$ cat config.mk
export PLATFORM = sky130hd
export DESIGN_NAME = divcfg_loader
export DESIGN_NICKNAME = d
export VERILOG_FILES = /design/src/rtl/divcfg_pkg.sv /design/src/rtl/divcfg_sampler.sv /design/src/rtl/divcfg_shift.sv /design/src/rtl/divcfg_hold.sv /design/src/rtl/divcfg_loader.sv
export SDC_FILE = /design/constraint.sdc
export NUM_CORES = 1
export LEC_CHECK = 0
export ABC_AREA = 1
export ABC_CLOCK_PERIOD_IN_PS = 1410
export BUFFER_PORTS_ARGS = -buffer_cell sky130_fd_sc_hd__buf_2
export CAP_MARGIN = 20
export CELL_PAD_IN_SITES_DETAIL_PLACEMENT = 1
export CELL_PAD_IN_SITES_GLOBAL_PLACEMENT = 1
export CORE_ASPECT_RATIO = 0.9
export CORE_UTILIZATION = 40
export CTS_CLUSTER_SIZE = 40
export DETAILED_ROUTE_END_ITERATION = 10
export MAX_ROUTING_LAYER = met4
export PLACE_DENSITY = 0.89
export SLEW_MARGIN = 25
export SYNTH_ARGS = -nofsm -noshare
export SYNTH_HDL_FRONTEND = slang
export SYNTH_HIERARCHICAL = 1
export SYNTH_SLANG_ARGS = --single-unit
export TNS_END_PERCENT = 10
$ cat constraint.sdc
create_clock -name clk -period 1.41 [get_ports clk]
set_input_delay 0.141 -clock clk [delete_from_list [all_inputs] [get_ports clk]]
set_output_delay 0.141 -clock clk [all_outputs]
set_load 0.1 [all_outputs]
$ cat src/rtl/divcfg_pkg.sv
`timescale 1ns/1ps
package divcfg_pkg;

  typedef enum logic [1:0] {
    LD_PAR      = 2'd0,
    LD_SER_HOLD = 2'd1,
    LD_SER_PASS = 2'd2
  } ld_mode_e;

  function automatic logic in_window(input int value, input int lo, input int hi);
    return (value >= lo) && (value <= hi);
  endfunction

endpackage

$ cat src/rtl/divcfg_sampler.sv
`timescale 1ns/1ps
module divcfg_sampler #(
  parameter int          W       = 3,
  parameter logic [W-1:0] RST_VAL = '0
) (
  input  logic         clk,
  input  logic         rst,
  input  logic [W-1:0] sig,
  output logic [W-1:0] lvl_q
);
  always_ff @(posedge clk) begin
    if (rst) lvl_q <= RST_VAL;
    else     lvl_q <= sig;
  end
endmodule

$ cat src/rtl/divcfg_shift.sv
`timescale 1ns/1ps
module divcfg_shift #(
  parameter int W = 14
) (
  input  logic         clk,
  input  logic         rst,
  input  logic         en,
  input  logic         din,
  output logic [W-1:0] q_next,
  output logic         msb
);
  logic [W-1:0] sr_q;

  assign q_next = en ? {sr_q[W-2:0], din} : sr_q;
  assign msb    = sr_q[W-1];

  always_ff @(posedge clk) begin
    if (rst) sr_q <= '0;
    else     sr_q <= q_next;
  end

  AST_SHIFT_IN:   assert property (@(posedge clk) disable iff (rst) en |=> (sr_q[0] == $past(din)));
  AST_SHIFT_HOLD: assert property (@(posedge clk) disable iff (rst) !en |=> $stable(sr_q));
endmodule

$ cat src/rtl/divcfg_hold.sv
`timescale 1ns/1ps
module divcfg_hold #(
  parameter int          W       = 14,
  parameter logic [W-1:0] RST_VAL = '0
) (
  input  logic         clk,
  input  logic         rst,
  input  logic         ld,
  input  logic [W-1:0] d,
  output logic [W-1:0] q
);
  always_ff @(posedge clk) begin
    if (rst)     q <= RST_VAL;
    else if (ld) q <= d;
  end
endmodule

$ cat src/rtl/divcfg_loader.sv
`timescale 1ns/1ps
module divcfg_loader #(
  parameter int M_W   = 9,
  parameter int N_W   = 2,
  parameter int T_W   = 3,
  parameter int M_RST = 125,
  parameter int M_LO  = 125,
  parameter int M_HI  = 350
) (
  input  logic           clk,
  input  logic           rst,
  input  logic           par_ld_n,
  input  logic [M_W-1:0] par_m,
  input  logic [N_W-1:0] par_n,
  input  logic           ser_ld,
  input  logic           ser_sck,
  input  logic           ser_din,
  output logic [M_W-1:0] m_div,
  output logic [N_W-1:0] n_div,
  output logic [T_W-1:0] t_sel,
  output logic           m_lock_ok,
  output logic           ser_dout
);
  import divcfg_pkg::*;

  localparam int FW = T_W + N_W + M_W;
  localparam int N_LO = M_W;
  localparam int T_LO = M_W + N_W;
  localparam logic [FW-1:0] FRAME_RST = {T_W'(0), N_W'(0), M_W'(M_RST)};

  // sampled levels: [2]=parallel strobe, [1]=serial strobe, [0]=bit clock
  logic [2:0] lvl_q;
  divcfg_sampler #(.W(3), .RST_VAL(3'b100)) u_smp (
    .clk(clk), .rst(rst), .sig({par_ld_n, ser_ld, ser_sck}), .lvl_q(lvl_q)
  );

  logic par_q, ser_q, sck_q;
  assign par_q = lvl_q[2];
  assign ser_q = lvl_q[1];
  assign sck_q = lvl_q[0];

  logic sck_rise, ser_rise, ser_fall;
  assign sck_rise = ser_sck & ~sck_q;
  assign ser_rise = ser_ld & ~ser_q;
  assign ser_fall = ~ser_ld & ser_q;

  ld_mode_e mode;
  always_comb begin
    if (!par_ld_n)  mode = LD_PAR;
    else if (ser_ld) mode = LD_SER_PASS;
    else             mode = LD_SER_HOLD;
  end

  logic [FW-1:0] sr_next;
  divcfg_shift #(.W(FW)) u_shift (
    .clk(clk), .rst(rst), .en(sck_rise), .din(ser_din),
    .q_next(sr_next), .msb(ser_dout)
  );

  logic          stage_ld;
  logic [FW-1:0] stage_q;
  assign stage_ld = (mode == LD_SER_PASS) && (ser_rise || sck_rise);

  divcfg_hold #(.W(FW), .RST_VAL(FRAME_RST)) u_stage (
    .clk(clk), .rst(rst), .ld(stage_ld), .d(sr_next), .q(stage_q)
  );

  logic          act_ld;
  logic [FW-1:0] act_d, act_q;
  always_comb begin
    act_ld = 1'b0;
    act_d  = stage_q;
    unique case (mode)
      LD_PAR: begin
        act_ld = 1'b1;
        act_d  = {act_q[FW-1:T_LO], par_n, par_m};
      end
      LD_SER_HOLD: act_ld = ser_fall;
      default:     act_ld = 1'b0;
    endcase
  end

  divcfg_hold #(.W(FW), .RST_VAL(FRAME_RST)) u_active (
    .clk(clk), .rst(rst), .ld(act_ld), .d(act_d), .q(act_q)
  );

  assign m_div     = act_q[M_W-1:0];
  assign n_div     = act_q[T_LO-1:N_LO];
  assign t_sel     = par_q ? act_q[FW-1:T_LO] : '0;
  assign m_lock_ok = in_window(int'(m_div), M_LO, M_HI);

  AST_PAR_FOLLOW: assert property (@(posedge clk) disable iff (rst)
    !par_ld_n |=> (m_div == $past(par_m) && n_div == $past(par_n)));
  AST_TEST_ZERO:  assert property (@(posedge clk) disable iff (rst)
    !par_ld_n |=> (t_sel == '0));
  AST_HOLD_DIV:   assert property (@(posedge clk) disable iff (rst)
    (par_ld_n && !ser_fall) |=> (m_div == $past(m_div) && n_div == $past(n_div)));
  AST_SER_COMMIT: assert property (@(posedge clk) disable iff (rst)
    (par_ld_n && ser_fall) |=> ({t_sel, n_div, m_div} == $past(stage_q)));
endmodule

# Word level (Yosys, flattened, before mapping)
# Cells that the tools add are included.
# word_totals
n_memories,0
latchBits,0
wordCells,27
out_inout_bits,16
ram_bits,0
in_bits,17
mem_bits_ro,0
ff_bits,45
# classes
div,0
shifts,0
reduce_logical,5
order_cmp,2
multipliers,0
n_mux,6
bitwise_logic,7
add_sub_neg,0
eq_ne,2
# ops
op,n
$mux W14,1
$mux W11,1
$ge A9 B7 Y1 const B,1
$le A9 B9 Y1 const B,1
$mux W2,2
$not A1 Y1,4
$and A1 B1 Y1,3
$mux W3,1
$eq A2 B1 Y1 const B,1
$eq A2 B2 Y1 const B,1
$logic_and A1 B1 Y1,2
$logic_not A2 Y1,1
$pmux W1 S2,1
$reduce_and A2 Y1,1
$logic_or A1 B1 Y1,1

# Depth between registers and ports, before layout
# logic_depth
ltp_word,5
depth_mapped,11
mapped_depth_nobuf,10

# Modules after synthesis
# Netlist, hierarchy kept.
# by_module_without_submodules
module,area_each_um2,instances,seq_area_each_um2,cells_each
divcfg_hold,543.0,2,280.3,77
divcfg_shift,713.2,1,280.3,103
divcfg_loader,380.4,1,0.0,55
divcfg_sampler,86.3,1,60.1,10

# Least setup slack after synthesis
# No wires, ideal clock.
# synth_timing
path_kind,register to output
from,register u_active.q[2]
to,output m_lock_ok
path_buffers,0
required_ns,1.269
t_arrival_ns,2.851
path_slack_ns,-1.582
path_stages_with_launch,5
cell_sequence,dfxtp_1 -> nand2_1 -> nor2_1 -> nand3_1 -> a21oi_1
# synth_between
elab_chain_cells,2
word_cells_on_any_way,3
cone_classes,order compare: 2; reduce/logical: 1
# synth_lines
item,line,rtl
start: declaration,divcfg_hold.sv:10,output logic [W-1:0] q
start signal: assignment,divcfg_hold.sv:13,if (rst) q <= RST_VAL;
start signal: assignment,divcfg_hold.sv:14,else if (ld) q <= d;
$ge A9 B7 Y1 or $le A9 B9 Y1 (tied branches),divcfg_pkg.sv:11,return (value >= lo) && (value <= hi);
$logic_and A1 B1 Y1 *,divcfg_pkg.sv:11,
end: declaration,divcfg_loader.sv:21,"output logic m_lock_ok,"
# Mark *: on every way between the ends. The rest lies on a longest branch, timed or not.

# Worst setup path after layout
# layout_timing
from,register u_active.q[7]
to,output m_lock_ok
# Same word-level chain as after synthesis.

==> run metrics <==
Worst Setup Start Kind flop; post-layout power 3.092 mW; CTS Buf Count 5; GR peak layer met2; Worst Max-Slew Pin Slew 522.1 ps; detailed-route via count 2000; post-route clock period utilization 106.4%; Clock Skew 13.89 ps; PortBufs 32; hold_ws between 60 and 70 ps; Die Span X about 81 um; Mapped Cells 322; die area a little under 6000 um2; worst reg2reg setup slack 160 ps; area of the multi-input gates 1044 um2; CP Capture Type primary output; Synth Area per Inst 7.037 um2; switching power total roughly 1.1 mW; Clock Sinks 45; worst min path class primary input to flop; CTS tree done; required time worst endpoint 1270 ps; Crit Path Class flop to primary output; final wirelength 5549 um; Root Driver clkbuf_8; Max VDD drop 0.4482 mV; Slew Viols, Final 0; largest area contributor in the netlist dfxtp_1; register area share after synthesis 39.76%; Syn-to-layout area delta 17.28%; worst r2r src u_smp/lvl_q[0]; I/O pin total 33; num rows 25; DR vias/cell 4.695; Cell Pwr Density 1163 nW/um2; failing checks negative setup slack; Yosys top cell area share between 30% and 40%; Pleak 1.467 nW; Antenna Violating Nets Remaining 0; fin worst setup slack -89.98 ps; Sw Share 35.85%; Synth Cell Area 2266 um2; total core area approximately 5300 um2; drt pass-1 iters 4; grt met3 use around 3.5%; total track usage 19.55%; H-tree levels 2; min cycle time layout around 1500 ps; WHS Endpoint u_smp/lvl_q[0]; syn_nets 339; Synth cell types 18; Max clock buf depth 2; hold path depth 3; total gr overflow 0; vias in the first global route 1966; r2r worst-path depth 5; clock slew at reported path FFs 90 ps; worst skew pair latency 300 ps; DP HPWL 3810 um; synth top area cells dfxtp_1 (40%), nand2_1 (16%), inv_1 (10%); Die Y 73.40 um; dpl ws 66.66 ps; Logic pwr share 28.6%; clock share of power 25.3%; HP Start ser_sck; DR WL/cell 13.03 um; antenna cells 0; initial cell density of the core 42.36%; outcome complete, but fails checks; synthesis warning total 6; final setup fails 1; FILL cells 715; first-pass GRT wire length between 8000 and 9000 um; Final Hold Vio Count 0; Sequential Power Share between 40% and 50%; GR Util met1 22.06%; P_int 1.984 mW; largest net degree at the start of global routing 24; final core occ 49.68%; dpl cell area ~2500 um2; initial antenna violation count 0; RSZ-0062 raised after global routing true; detailed-route DRC error count 0; FF+latch area around 930 um2; Max FO, Critical Path 4; GPL Wtd Cong 0.7443; Critical Path AT 1360 ps; final instance area about 2700 um2; Max-slew headroom 65.43%; Worst R2R End u_stage/q[6]; layout cell share with drive strength beyond 1 roughly 31%; nets@finish 375; Max Cap Viol 0; Iteration-0 DRC Markers 53; grt met2 use 34.26%; Yosys reg bits between 40 and 50; FMAX between 600 and 700 MHz
==> cell usage after synthesis <==
| library cell | number |
|---|---|
| inv_2 | 1 |
| nand3_1 | 13 |
| nand2_2 | 19 |
| o211a_1 | 1 |
| inv_1 | 63 |
| mux2_4 | 8 |
| nor2_2 | 10 |
| dfxtp_1 | 45 |
| o21ai_0 | 1 |
| buf_6 | 7 |
| a21o_1 | 1 |
| nor2_1 | 46 |
| mux2_2 | 6 |
| buf_12 | 1 |
| buf_4 | 3 |
| a21oi_1 | 2 |
| nand2_1 | 94 |
| nand2_4 | 1 |
==> power groups by stage <==
| stage | clock network [mW] | logic [mW] | registers [mW] |
|---|---|---|---|
| after global placement | 0 | 0.832 | 1.44 |
| after floorplan | 0 | 0.500 | 1.63 |
| final | 0.782 | 0.885 | 1.42 |
| after CTS | 0.797 | 0.868 | 1.42 |
| after global routing | 0.869 | 0.964 | 1.44 |
| after detailed placement | 0 | 0.858 | 1.45 |
==> critical path, cell delays in order (launching register included) <==
cell and delay, ps:
dfxtp_4 360, inv_4 70, nand2_2 50, nor2_2 130, nand3_2 110, a21oi_4 150
buf_12 180
==> cell type report <==
cell class,count,share of cell area (%)
well taps,67,3.154
flip-flops and latches,45,35.17
multi-input cells,202,39.27
clock buffers,8,3.013
inverters,64,9.134
repair buffers,40,10.26
==> state kept, by name (all words and copies together) (netlist names) <==
name,cells
u_active/q,14
u_shift/sr_q,14
u_stage/q,14
u_smp/lvl_q,3
==> how the worst max path moves through the flow <==
stage | from | end | slack, ps | cells past startpoint
3_5_place_dp | u_smp/lvl_q[0] | u_stage/q[10] | 70 | 9
6_report | u_active/q[7] | m_lock_ok | -90 | 6
5_1_grt | u_active/q[7] | m_lock_ok | -170 | 6
3_3_place_gp | u_smp/lvl_q[0] | u_stage/q[0] | 110 | 5
2_1_floorplan | u_active/q[6] | m_lock_ok | -150 | 4
4_1_cts | u_active/q[5] | m_lock_ok | -130 | 6
==> placed cells by master, fill, tap and decap left out, types with 6 or more instances in the layout <==
cell,Yosys,routed
mux2_2,6,6
mux2_4,8,8
nand2_2,19,22
dfxtp_4,0,9
dfxtp_1,45,36
buf_2,0,31
inv_1,63,61
nand2_1,94,91
nor2_2,10,12
nand3_1,13,12
nor2_1,46,43
==> layer usage <==
layer,wire length (um),vias to the layer above
li1,-,1007
met1,2324,934
met2,2834,46
met3,219,13
met4,170,0
met5,0,-
==> what timing repair did <==
| action | in CTS | in global routing |
|---|---|---|
| hold endpoints to repair | 0 | 0 |
| endpoints found under the setup margin | 1 | 15 |
| gates resized for setup | 3 | 7 |
| buffers inserted | 1 | 2 |
| hold buffers | 0 | 0 |
| pin swaps | 3 | 5 |
==> cell families (layout without fill, tap and decap cells) <==
| kind of cell | after synthesis | count (layout) | share of synthesized area, % |
|---|---|---|---|
| and+or+nand+nor | 183 | 183 | 34.57 |
| buffers and inverters | 75 | 112 | 15.96 |
| DFF | 45 | 45 | 39.76 |
| muxes | 14 | 14 | 8.283 |
| AOI/OAI and AO/OA | 5 | 5 | 1.436 |
==> metrics by stage <==
stage / TNS [ps] / cells
final: -89.98 / 426
after global routing: -172.4 / 426
after CTS: -129.1 / 424
after detailed placement: 0 / 415
after global placement: 0 / 415
after floorplan: -172.3 / 322
No activity file was read; power rests on OpenSTA's default activity.
